`config.mk`:
```
export PLATFORM = sky130hd
export DESIGN_NAME = sereng_state_ctl
export DESIGN_NICKNAME = d
export VERILOG_FILES = /design/src/rtl/sereng_pkg.sv /design/src/rtl/sereng_state_seq.sv /design/src/rtl/sereng_op_flags.sv /design/src/rtl/sereng_regif.sv /design/src/rtl/sereng_state_ctl.sv
export SDC_FILE = /design/constraint.sdc
export NUM_CORES = 1
export LEC_CHECK = 0
export ABC_CLOCK_PERIOD_IN_PS = 1430
export CAP_MARGIN = 20
export CORE_MARGIN = 5
export CORE_UTILIZATION = 55
export CTS_CLUSTER_SIZE = 20
export DETAILED_ROUTE_END_ITERATION = 7
export DONT_BUFFER_PORTS = 1
export PLACE_DENSITY = 0.79
export SYNTH_ARGS = -nofsm -noshare
export SYNTH_HDL_FRONTEND = slang
export SYNTH_SLANG_ARGS = --single-unit
export TNS_END_PERCENT = 10
```
`constraint.sdc`:
```
create_clock -name clk -period 1.43 [get_ports clk]
set_input_delay 0.143 -clock clk [delete_from_list [all_inputs] [get_ports clk]]
set_output_delay 0.143 -clock clk [all_outputs]
set_load 0.01 [all_outputs]
```
`src/rtl/sereng_pkg.sv`:
```
package sereng_pkg;

  localparam logic [1:0] ST_RESET = 2'd0;
  localparam logic [1:0] ST_RUN   = 2'd1;
  localparam logic [1:0] ST_PAUSE = 2'd3;

  localparam int STB_VALID = 2;
  localparam int STB_MGEN  = 4;

  localparam int FLB_NACK  = 3;
  localparam int FLB_ONE   = 4;
  localparam int FLB_INE   = 5;
  localparam int FLB_OFULL = 6;
  localparam int FLB_OSVC  = 8;
  localparam int FLB_ISVC  = 9;
  localparam int FLB_ODONE = 10;
  localparam int FLB_IDONE = 11;

  typedef enum logic [1:0] {PH_IDLE = 2'd0, PH_IFACE = 2'd1, PH_SERIAL = 2'd2} phase_e;

  function automatic logic code_is_legal(input logic [1:0] code);
    return code != 2'd2;
  endfunction

  function automatic logic cnt_at_end(input int unsigned cnt, input int unsigned limit);
    return cnt == limit - 1;
  endfunction

endpackage

```
`src/rtl/sereng_state_seq.sv`:
```
module sereng_state_seq
  import sereng_pkg::*;
#(
  parameter int IF_CYC  = 3,
  parameter int SER_CYC = 3
) (
  input  logic       clk,
  input  logic       rst_n,
  input  logic       req_wr,
  input  logic [1:0] req_code,
  input  logic       swrst,
  input  logic       ser_tick,
  output logic [1:0] state_o,
  output logic       valid_o
);

  localparam int MAXC  = (IF_CYC > SER_CYC) ? IF_CYC : SER_CYC;
  localparam int CNT_W = $clog2(MAXC) + 1;

  logic [1:0]       state_q, tgt_q;
  logic             valid_q;
  phase_e           phase_q;
  logic [CNT_W-1:0] cnt_q;
  logic             accept;
  logic             if_last, ser_last;

  assign accept   = req_wr && valid_q && code_is_legal(req_code) && !swrst;
  assign if_last  = cnt_at_end(int'(cnt_q), IF_CYC);
  assign ser_last = cnt_at_end(int'(cnt_q), SER_CYC);

  always_ff @(posedge clk) begin
    if (!rst_n) begin
      state_q <= ST_RESET;
      tgt_q   <= ST_RESET;
      valid_q <= 1'b1;
      phase_q <= PH_IDLE;
      cnt_q   <= '0;
    end else if (swrst) begin
      state_q <= ST_RESET;
      tgt_q   <= ST_RESET;
      valid_q <= 1'b0;
      phase_q <= PH_IFACE;
      cnt_q   <= '0;
    end else begin
      case (phase_q)
        PH_IDLE: begin
          if (accept) begin
            tgt_q   <= req_code;
            valid_q <= 1'b0;
            phase_q <= PH_IFACE;
            cnt_q   <= '0;
          end
        end
        PH_IFACE: begin
          if (if_last) begin
            phase_q <= PH_SERIAL;
            cnt_q   <= '0;
          end else begin
            cnt_q <= cnt_q + 1'b1;
          end
        end
        PH_SERIAL: begin
          if (ser_tick) begin
            if (ser_last) begin
              state_q <= tgt_q;
              valid_q <= 1'b1;
              phase_q <= PH_IDLE;
              cnt_q   <= '0;
            end else begin
              cnt_q <= cnt_q + 1'b1;
            end
          end
        end
        default: phase_q <= PH_IDLE;
      endcase
    end
  end

  assign state_o = state_q;
  assign valid_o = valid_q;

  a_r2_legal_code: assert property (@(posedge clk) disable iff (!rst_n)
    valid_q |-> code_is_legal(state_q));
  a_r3_low_window: assert property (@(posedge clk) disable iff (!rst_n)
    $fell(valid_q) |=> !valid_q);
  a_r3_tick_gate: assert property (@(posedge clk) disable iff (!rst_n)
    (phase_q == PH_SERIAL && !ser_tick && !swrst) |=> (phase_q == PH_SERIAL && $stable(cnt_q) && !valid_q));
  a_r4_swrst: assert property (@(posedge clk) disable iff (!rst_n)
    swrst |=> (state_q == ST_RESET && !valid_q));
  a_r8_busy_ignore: assert property (@(posedge clk) disable iff (!rst_n)
    (phase_q != PH_IDLE && !swrst) |=> $stable(tgt_q));

endmodule

```
`src/rtl/sereng_op_flags.sv`:
```
module sereng_op_flags
  import sereng_pkg::*;
#(
  parameter int DW = 32
) (
  input  logic          clk,
  input  logic          rst_n,
  input  logic          flush,
  input  logic          in_reset,
  input  logic          clr_osvc,
  input  logic          clr_isvc,
  input  logic          nack_evt,
  input  logic          out_svc_evt,
  input  logic          in_svc_evt,
  input  logic          out_done_evt,
  input  logic          in_done_evt,
  input  logic          out_nempty_lvl,
  input  logic          in_nempty_lvl,
  input  logic          out_full_lvl,
  output logic [DW-1:0] flags_o
);

  logic nack_q, osvc_q, isvc_q, odone_q, idone_q;
  logic [2:0] occ_q;

  always_ff @(posedge clk) begin
    if (!rst_n || flush) begin
      nack_q  <= 1'b0;
      osvc_q  <= 1'b0;
      isvc_q  <= 1'b0;
      odone_q <= 1'b0;
      idone_q <= 1'b0;
      occ_q   <= '0;
    end else begin
      nack_q  <= nack_q  | nack_evt;
      odone_q <= odone_q | out_done_evt;
      idone_q <= idone_q | in_done_evt;
      osvc_q  <= out_svc_evt | (osvc_q & ~clr_osvc);
      isvc_q  <= in_svc_evt  | (isvc_q & ~clr_isvc);
      occ_q   <= {out_full_lvl, in_nempty_lvl, out_nempty_lvl};
    end
  end

  always_comb begin
    flags_o = '0;
    flags_o[FLB_NACK]  = nack_q;
    flags_o[FLB_ONE]   = occ_q[0] & ~in_reset;
    flags_o[FLB_INE]   = occ_q[1] & ~in_reset;
    flags_o[FLB_OFULL] = occ_q[2] & ~in_reset;
    flags_o[FLB_OSVC]  = osvc_q;
    flags_o[FLB_ISVC]  = isvc_q;
    flags_o[FLB_ODONE] = odone_q;
    flags_o[FLB_IDONE] = idone_q;
  end

  a_r6_w1c_out: assert property (@(posedge clk) disable iff (!rst_n)
    (clr_osvc && !out_svc_evt) |=> !osvc_q);
  a_r6_set_wins: assert property (@(posedge clk) disable iff (!rst_n)
    (in_svc_evt && !flush) |=> isvc_q);
  a_r5_sticky: assert property (@(posedge clk) disable iff (!rst_n)
    (nack_q && !flush) |=> nack_q);
  a_r4_flush: assert property (@(posedge clk) disable iff (!rst_n)
    flush |=> (!osvc_q && !isvc_q && !nack_q && !odone_q && !idone_q));

endmodule

```
`src/rtl/sereng_regif.sv`:
```
module sereng_regif
  import sereng_pkg::*;
#(
  parameter int AW = 3,
  parameter int DW = 32,
  parameter int A_STATE  = 0,
  parameter int A_SWRST  = 1,
  parameter int A_OPFLAG = 2,
  parameter int A_MGEN   = 3
) (
  input  logic          clk,
  input  logic          rst_n,
  input  logic          reg_wr,
  input  logic [AW-1:0] reg_addr,
  input  logic [DW-1:0] reg_wdata,
  input  logic [1:0]    st_code,
  input  logic          st_valid,
  input  logic [DW-1:0] flags_word,
  output logic [DW-1:0] rdata,
  output logic          state_wr,
  output logic          swrst_pulse,
  output logic          clr_osvc,
  output logic          clr_isvc
);

  logic mgen_q;
  logic hit_state, hit_swrst, hit_opflag, hit_mgen;

  assign hit_state  = reg_addr == AW'(A_STATE);
  assign hit_swrst  = reg_addr == AW'(A_SWRST);
  assign hit_opflag = reg_addr == AW'(A_OPFLAG);
  assign hit_mgen   = reg_addr == AW'(A_MGEN);

  assign state_wr    = reg_wr && hit_state;
  assign swrst_pulse = reg_wr && hit_swrst && reg_wdata[0];
  assign clr_osvc    = reg_wr && hit_opflag && reg_wdata[FLB_OSVC];
  assign clr_isvc    = reg_wr && hit_opflag && reg_wdata[FLB_ISVC];

  always_ff @(posedge clk) begin
    if (!rst_n || swrst_pulse) mgen_q <= 1'b0;
    else if (reg_wr && hit_mgen) mgen_q <= reg_wdata[0];
  end

  always_comb begin
    rdata = '0;
    if (hit_state) begin
      rdata[1:0]       = st_code;
      rdata[STB_VALID] = st_valid;
      rdata[STB_MGEN]  = mgen_q;
    end else if (hit_opflag) begin
      rdata = flags_word;
    end
  end

  a_r9_mgen_load: assert property (@(posedge clk) disable iff (!rst_n)
    (reg_wr && hit_mgen) |=> (mgen_q == $past(reg_wdata[0])));
  a_r4_mgen_clear: assert property (@(posedge clk) disable iff (!rst_n)
    swrst_pulse |=> !mgen_q);

endmodule

```
`src/rtl/sereng_state_ctl.sv`:
```
module sereng_state_ctl
  import sereng_pkg::*;
#(
  parameter int AW      = 3,
  parameter int DW      = 32,
  parameter int IF_CYC  = 3,
  parameter int SER_CYC = 3
) (
  input  logic          clk,
  input  logic          rst_n,
  input  logic          reg_wr,
  input  logic [AW-1:0] reg_addr,
  input  logic [DW-1:0] reg_wdata,
  output logic [DW-1:0] reg_rdata,
  input  logic          ser_tick,
  input  logic          nack_evt,
  input  logic          out_svc_evt,
  input  logic          in_svc_evt,
  input  logic          out_done_evt,
  input  logic          in_done_evt,
  input  logic          out_nempty_lvl,
  input  logic          in_nempty_lvl,
  input  logic          out_full_lvl
);

  logic          state_wr, swrst_pulse, clr_osvc, clr_isvc;
  logic [1:0]    st_code;
  logic          st_valid;
  logic [DW-1:0] flags_word;

  sereng_regif #(.AW(AW), .DW(DW)) u_regif (
    .clk(clk), .rst_n(rst_n), .reg_wr(reg_wr), .reg_addr(reg_addr),
    .reg_wdata(reg_wdata), .st_code(st_code), .st_valid(st_valid),
    .flags_word(flags_word), .rdata(reg_rdata), .state_wr(state_wr),
    .swrst_pulse(swrst_pulse), .clr_osvc(clr_osvc), .clr_isvc(clr_isvc)
  );

  sereng_state_seq #(.IF_CYC(IF_CYC), .SER_CYC(SER_CYC)) u_seq (
    .clk(clk), .rst_n(rst_n), .req_wr(state_wr), .req_code(reg_wdata[1:0]),
    .swrst(swrst_pulse), .ser_tick(ser_tick), .state_o(st_code), .valid_o(st_valid)
  );

  sereng_op_flags #(.DW(DW)) u_flags (
    .clk(clk), .rst_n(rst_n), .flush(swrst_pulse), .in_reset(st_code == ST_RESET),
    .clr_osvc(clr_osvc), .clr_isvc(clr_isvc), .nack_evt(nack_evt),
    .out_svc_evt(out_svc_evt), .in_svc_evt(in_svc_evt), .out_done_evt(out_done_evt),
    .in_done_evt(in_done_evt), .out_nempty_lvl(out_nempty_lvl),
    .in_nempty_lvl(in_nempty_lvl), .out_full_lvl(out_full_lvl), .flags_o(flags_word)
  );

  a_r2_wr_no_jump: assert property (@(posedge clk) disable iff (!rst_n)
    (state_wr && !swrst_pulse) |=> $stable(st_code));

endmodule

```
[Word level (Yosys, flattened, before mapping)]
Index checks and enable logic that the tools add are counted.
Storage, ports and cells
  flip-flop bits (word level): 19
  latch bits: 0
  bits in writable memories: 0
  ROM bits: 0
  output and inout bits: 32
  logic and storage cells: 88
  memories kept: 0
Cells by class
  $add $sub $neg: 1
  $mul: 0
  divide/modulo/power cells: 0
  $lt $le $gt $ge: 0
  eq/ne operators: 15
  shift-type cells: 0
  mux-type cells: 20
  bitwise operators: 14
  reduce and logical (&&, ||, !) cells: 25
Operators with widths (number)
  $mux W12: 1
  $mux W3: 4
  $reduce_and A4 Y1: 3
  $logic_and A1 B1 Y1: 10
  $eq A3 B2 Y1 const B: 3
  $ne A3 B1 Y1 const B: 3
  $pmux W3 S3: 1
  $mux W2: 4
  $mux W1: 7
  $mux W7: 1
  $ne A2 B1 Y1 const B: 3
  $pmux W2 S3: 1
  $reduce_and A3 Y1: 2
  $reduce_bool A3 Y1: 2
  $and A1 B1 Y1: 5
  $or A1 B1 Y1: 5
  $logic_not A2 Y1: 2
  $ne A2 B2 Y1 const B: 2
  $not A1 Y1: 4
  $add A3 B1 Y3 const B: 1
  $eq A3 B1 Y1 const B: 1
  $logic_not A3 Y1: 1
  $ne A3 B2 Y1 const B: 1
  $eq A2 B1 Y1 const B: 1
  other kinds (6): 7

[Logic depth before layout (Yosys ltp)]
Gate-level depths: netlist (run 1).
  depth after elaboration: 8
  depth in mapped cells: 7

[Cells and area by module]
Synthesis (run 1) repeated with hierarchy kept, for this count alone.
Second synthesis, totals
  cell total of the unflattened synthesis: 173
  area, all modules: 1430.1 µm²
Modules (own cells, without submodules)
  sereng_state_seq: instances 1, cells an instance 61, area each 563.0 µm²
  sereng_op_flags: instances 1, cells an instance 56, area each 484.2 µm²
  sereng_regif: instances 1, cells an instance 55, area each 379.1 µm²
  sereng_state_ctl: instances 1, cells an instance 1, area each 3.8 µm²

[Worst setup path before layout (run 1)]
No wires, ideal clock.
  path kind: register to register
  from: register u_seq.valid_q (netlist: u_seq.valid_o)
  to: register u_seq.phase_q[1]
  arrival: 1495 ps
  slack: -169 ps
  stages on the path, launching flop included: 6
  buffers on the path: 0
  clock period less this slack: 1599 ps
  path through: dfxtp_1 > or4b_4 > inv_2 > nand3b_4 > a21o_1 > a2111oi_2
Between the ends
  longest elaborated chain between the ends: 5
RTL lines
  from (decl): line sereng_state_seq.sv:21  | logic valid_q;
  from (signal assigned): line sereng_state_seq.sv:35  | valid_q <= 1'b1;
  from (signal assigned): line sereng_state_seq.sv:41  | valid_q <= 1'b0;
  from (signal assigned): line sereng_state_seq.sv:49  | valid_q <= 1'b0;
  $logic_and A1 B1 Y1 (3 in a row): line sereng_state_seq.sv:27  | assign accept = req_wr && valid_q && code_is_legal(req_code) && !swrst;
  $ne A2 B1 Y1 (no line)
  $reduce_and A4 Y1 (no line)
  to (signal assigned): line sereng_state_seq.sv:36  | phase_q <= PH_IDLE;
  to (signal assigned): line sereng_state_seq.sv:42  | phase_q <= PH_IFACE;
  to (signal assigned): line sereng_state_seq.sv:50  | phase_q <= PH_IFACE;
  to (decl): line sereng_state_seq.sv:22  | phase_e phase_q;
Every way passes these cells.
A chain may end at the register's enable or synchronous reset.

[Final worst setup path (run 1)]
Same ends and word-level chain as after synthesis.

==> results of run 1 <==
## registers in the layout, summed over array words and instances, names as in the netlist
| signal | cells |
|---|---|
| u_seq.state_o | 2 |
| u_seq.phase_q | 2 |
| u_regif.mgen_q | 1 |
| u_flags.nack_q | 1 |
| u_flags.isvc_q | 1 |
| u_flags.idone_q | 1 |
| u_seq.cnt_q | 3 |
| u_seq.valid_o | 1 |
| u_seq.tgt_q | 2 |
| u_flags.occ_q | 3 |
| u_flags.osvc_q | 1 |
| u_flags.odone_q | 1 |
## logic make-up after synthesis
kind of cell	count (synthesis)	share of synthesized area, %
buffers and inverters	34	17.6
DFF	19	32.5
other	1	0.320
muxes	4	3.42
and+or+nand+nor	54	25.4
adders and majority gates	3	3.21
AOI/OAI and AO/OA	27	17.5
## synth_stat cells
cell type	count
dfxtp_1	19
conb_1	1
and3_1	5
o211ai_1	2
nand4_1	4
o2111ai_1	1
a221oi_1	1
nand3b_1	1
clkbuf_1	3
a21boi_0	1
nand4b_1	1
a21oi_1	3
nor2_1	18
inv_1	9
o31ai_1	1
mux2i_1	4
o21ai_0	4
o32ai_1	1
a21o_1	2
inv_2	1
o32a_1	1
nand2b_1	2
nand2_1	6
and2_1	7
nor3b_1	1
o211a_1	1
nor3_1	3
a2111o_1	1
a22oi_1	2
o22ai_1	1
nand3_1	2
nor2b_1	2
nand3b_4	1
o21a_1	2
or4b_4	1
buf_4	21
o21bai_1	1
a2111oi_2	1
o41ai_1	1
ha_1	3
## power by group through the flow
stage	Clock, uW	Combinational [uW]	Sequential [uW]
3_3_place_gp	0	122	567
2_1_floorplan	0	143	567
4_1_cts	264	146	556
3_5_place_dp	0	127	568
5_1_grt	287	168	559
6_report	254	153	556
## per-layer routing
layer  routed length (um)  GRT usage [%]  up-vias  part of all wire (%)
li1                     -              -      492                     -
met1                  948           17.5      448                    37
met2                 1340           30.1       42                    52
met3                  253           3.48        2                   9.9
met4                   15           3.39        0                  0.59
met5                    0              0        -                     0
## area by class of cell
type                            instances  area share [%]
Multi-Input combinational cell        109            51.5
Clock buffer                            4            1.97
Inverter                               10            3.00
Tap cell                               27            2.53
Timing Repair Buffer                   19            12.5
Sequential cell                        19            28.6
## worst min path at each step
stage                       from                     endpoint  slack [ns]
floorplan                  rst_n   u_seq.valid_o$_SDFFE_PN1P_        0.22
global placement           rst_n   u_seq.valid_o$_SDFFE_PN1P_        0.24
detailed placement         rst_n   u_seq.valid_o$_SDFFE_PN1P_        0.25
CTS                        rst_n  u_regif.mgen_q$_SDFFE_PP0P_       0.003
global route               rst_n  u_regif.mgen_q$_SDFFE_PP0P_      0.0009
finish              reg_wdata[1]  u_seq.tgt_q[1]$_SDFFE_PP0P_       0.009
## what timing repair did
item	in CTS	in global routing
pin swaps	1	1
hold endpoints to repair	9	0
gates cloned	0	0
gates resized for setup	2	6
hold buffers	8	0
endpoints found under the setup margin	9	10
## metrics by stage
stage	TNS [ns]	instances	hold WS, ns	total power [uW]	setup WS (ns)
detailed placement	-0.600	176	0.248	695	-0.137
CTS	-0.834	188	0.00325	966	-0.159
global route	-1.43	188	0.000909	1010	-0.241
global placement	-0.580	176	0.237	689	-0.129
floorplan	-0.256	162	0.219	709	-0.0877
finish	-0.844	188	0.00881	963	-0.164
## placed cells by master (no fill, tap or decap), drive strengths merged, types with 5 or more instances in the layout
master,n
nand2,6
dlygate4sd3,8
inv,10
dfxtp,19
conb,21
nor2,18
and2,7
and3,5
buf,11
==> results_dict.tcl, run 1 <==
set metrics [dict create \
    outcome "complete, but fails checks" \
    violations "negative setup slack" \
    io_pins 79 \
    root_buffer "clkbuf_4" \
    fill_cells 168 \
    dr.pass1.iters 4 \
    crit_buf_inv 1 \
    synth_area_leader_cell "dfxtp_1" \
    numCtsBuffers 3 \
    r2r_setup_slack_ns -0.16 \
    synth_area_leaders "dfxtp_1 32%, buf_4 13%, nor2_1 5.8%" \
    postCtsSetupBuffers 0 \
    area_growth_pct 14.1 \
    yosysUniqueCellTypes 40 \
    power.leakage_uw 0.000612 \
    synthCells 142 \
    endpoint "u_seq.phase_q[1]$_SDFFE_PP0P_" \
    grt_start_max_net_pins 18 \
    crit_slowest_cell "or4b_4" \
    grt.total_usage_pct 15.7 \
    vdd_drop_max_mv 0.703 \
    routed-via-count 984 \
    rows 16 \
    endpoint_kind "flop" \
    hp-class "input port to flop" \
    multi_input_area_um2 688 \
    cap_violations 0 \
    crit_required_ns 1.62 \
    arrival_ns 1.79 \
    nets 212 \
    drive_above_1_share_pct 14.9 \
    diodes 0 \
    syn_avg_cell_area_um2 8.25 \
    clkLatencyLatePin_ns 0.28 \
    cp-startpoint "u_seq.valid_o$_SDFFE_PN1P_" \
    crit_cells 5 \
    ys_seq_area_share_pct 32.5 \
    antenna_found_initial 0 \
    utilization_pct 66.8 \
    p_sw_uw 241 \
    cts.sinks 19 \
    skew_ns 0.00301 \
    rsz0062_at_grt "yes" \
    pwr-share-clk_pct 26.4 \
    post_drt_wl_per_cell_um 13.6 \
    r2r-end "u_seq.phase_q[1]$_SDFFE_PP0P_" \
    timing.critical_path.slowest_cell_delay_ns 0.50 \
    hpwl_um 2010 \
    crit_fanout 5 \
    crit_family "simple AND/OR/NAND/NOR gates" \
    cts_tree "yes" \
    ff_latch_area_um2 382 \
    synth-seq-cells 19 \
    grt_first_pass_wirelength_um 4160 \
    switching_share_pct 25.0 \
    netlist_area_mm2 0.00117 \
    design_area_mm2 0.00134 \
    synth_top_cell_area_share_pct 32.5 \
    p_seq_share_pct 57.7 \
    worst-setup-path-type "flop to flop" \
    initial_core_util_pct 58.5 \
    clk_pin_slew_worst_paths_ns 0.10 \
    worst_slack_ns -0.164 \
    setup_viol 9 \
    htreeDepth 1 \
    hold_viol_final 0 \
    combPwrFrac_pct 15.9 \
    port_buffers 0 \
    core-area_mm2 0.00200 \
    grt_overflow 0 \
    fin_crit_sh_pct 111 \
    ant_nets 0 \
    drc 0 \
    totalWireLength_um 2560 \
    hold_path_depth 2 \
    reg2reg_from "u_seq.valid_o$_SDFFE_PN1P_" \
    die_h_um 56.1 \
    max_freq_mhz 627 \
    via_per_inst 5.23 \
    power_density_mw_per_mm2 721 \
    gp_congestion 0.773 \
    placed_area_mm2 0.00120 \
    dr.first_iter.drc_count 30 \
    clk_path_buf_depth 2 \
    die_width_um 56.1 \
    intPower_uw 722 \
    worst_r2r_path_depth 5 \
    crit_path_cell_trace "or4b_4, inv_4, nand3b_4, a21o_1, a2111oi_4" \
    maxSlewViolCount 0 \
    dieArea_mm2 0.00315 \
    fin_crit_ns 1.59 \
    grt_pass1_vias 970 \
    cp-start-kind "flop" \
    ys_warn_count 0 \
]
No activity file was read; power rests on OpenSTA's default activity.
==> inputs of run 2 (changes only) <==
Settings changed: CELL_PAD_IN_SITES_DETAIL_PLACEMENT from default to 1, CELL_PAD_IN_SITES_GLOBAL_PLACEMENT from default to 1, CORE_UTILIZATION 55 to 37, PLACE_DENSITY 0.79 to 0.78.
==> run 2 against run 1 <==
  * The flow finishes with violations (negative hold slack, negative setup slack)
  * Final area up 4.3%
  * Utilization decreased by 21 points
  * Non-clock buffer count is 3 higher
  * Die area up 39%
  * Final cell count is 11% higher
  * Sequential power barely moved
  * Sequential cell count unchanged
  * Setup slack worse by 0.035 ns
  * Clock-buffer cell count is 1 lower
  * Total power up 4.8%
  * Clock power grew 11%
  * Largest power group unchanged
  * Highest routed layer unchanged
==> results_dict.tcl, run 2 (synthesis results as in run 1) <==
set metrics [dict create \
    power.total_uw 1010 \
    violations "negative hold slack, negative setup slack" \
    grt_start_max_net_pins 18 \
    top_regs "u_flags.occ_q (3), u_seq.cnt_q (3)" \
    numCtsBuffers 3 \
    ant_nets 0 \
    clkLatencyLatePin_ns 0.30 \
    fin_crit_sh_pct 114 \
    vdd_drop_max_mv 0.453 \
    drc 0 \
    postCtsSetupBuffers 0 \
    grt_overflow 0 \
    hp-class "input port to flop" \
    maxSlewViolCount 0 \
    die_width_um 66.3 \
    stdcell_count 208 \
    grt.total_usage_pct 16.5 \
    outcome "complete, but fails checks" \
    design_area_mm2 0.00139 \
    nets 215 \
    routed-via-count 1072 \
    totalWireLength_um 3500 \
    final_common_cell "conb_1" \
    drive_above_1_share_pct 16.5 \
    max_freq_mhz 614 \
    worst_slack_ns -0.198 \
    power_density_mw_per_mm2 724 \
    wl_met2_um 1930 \
    clk_path_buf_depth 2 \
    port_buffers 0 \
    crit_required_ns 1.64 \
    dp.cells 194 \
    dr.pass1.iters 4 \
    maxSlewHeadroom_pct 62.9 \
    io_pins 79 \
    post_drt_wl_per_cell_um 16.8 \
    power.leakage_uw 0.000635 \
    area_growth_pct 19.0 \
    fin_crit_ns 1.63 \
    met1_length_um 1340 \
    clk_pin_slew_worst_paths_ns 0.12 \
    utilization_pct 45.7 \
    setup_viol 9 \
    cp-startpoint "u_seq.valid_o$_SDFFE_PN1P_" \
    cap_violations 0 \
    cts_tree "yes" \
    hpwl_um 2500 \
    worst-setup-path-type "flop to flop" \
    dr_wl_met3_um 185 \
    diodes 0 \
    cp-start-kind "flop" \
    rows 20 \
    grt_first_pass_wirelength_um 5660 \
    gp_congestion 0.763 \
    holdWs_ns -0.00421 \
    die_h_um 66.3 \
    skew_ns 0.00460 \
    grt_pass1_vias 1218 \
    htreeDepth 1 \
    highest_layer "met4" \
    dr.first_iter.drc_count 29 \
    reg2reg_from "u_seq.valid_o$_SDFFE_PN1P_" \
    setup-tns-final_ns -1.26 \
    placed_area_mm2 0.00123 \
    endpoint_kind "flop" \
    rsz0062_at_grt "yes" \
    dieArea_mm2 0.00439 \
    root_buffer "clkbuf_4" \
    cts.sinks 19 \
    core-area_mm2 0.00305 \
    tightestPinTransition_ns 0.555 \
    hp-start "rst_n" \
    via_per_inst 5.15 \
    hold_viol_final 1 \
    initial_core_util_pct 38.4 \
    crit_fanout 5 \
    antenna_found_initial 0 \
    arrival_ns 1.84 \
    r2r_setup_slack_ns -0.20 \
    layout_common_cells "21 x conb_1, 18 x dfxtp_1, 17 x nor2_1, 11 x buf_4, 10 x dlygate4sd3_1" \
]
==> run 2: critical path: stages, from the launching register on <==
cell	delay (ns)
dfxtp_2	0.34
or4b_4	0.52
inv_4	0.10
nand3b_4	0.09
a21o_1	0.20
a2111oi_2	0.29
==> run 2: what timing repair did <==
action                     4_1_cts  5_1_grt
setup endpoints to repair        9        9
resized for setup                4        3
pin swaps                        0        1
hold buffers                    10        0
hold endpoints to repair        12        0
==> run 2: area by class of cell <==
type / instances / area, um^2
repair buffers: 22 / 194
inverters: 10 / 40.0
multi-input cells: 109 / 696
fillers: 391 / 1660
clock inverters: 1 / 5.00
well taps: 44 / 55.1
clock buffers: 3 / 22.5
flip-flops and latches: 19 / 382
==> run 2: final timing paths <==
check                                   to  cells after the start
min          u_seq.phase_q[0]$_SDFFE_PN0P_                      2
max          u_seq.phase_q[1]$_SDFFE_PP0P_                      5
max reg2reg  u_seq.phase_q[1]$_SDFFE_PP0P_                      5
min reg2reg     u_flags.idone_q$_SDFF_PP0_                      2
==> run 2: report_power, final <==
part / switching, uW / internal (uW)
registers: 9.35 / 549
logic: 95.1 / 72.2
clock network: 179 / 104
total: 283 / 726
==> run 2: layer usage <==
layer  track usage (%)  up-vias
li1                  -      494
met4              6.09        0
met3              2.38        6
met2              32.5       44
met5                 0        -
met1              17.1      528
==> run 2: through the flow <==
stage	setup slack [ns]	hold WS [ns]
after global placement	-0.145	0.233
after CTS	-0.193	0.000817
after floorplan	-0.0877	0.219
after global routing	-0.277	0.0115
after detailed placement	-0.185	0.243
final	-0.198	-0.00421
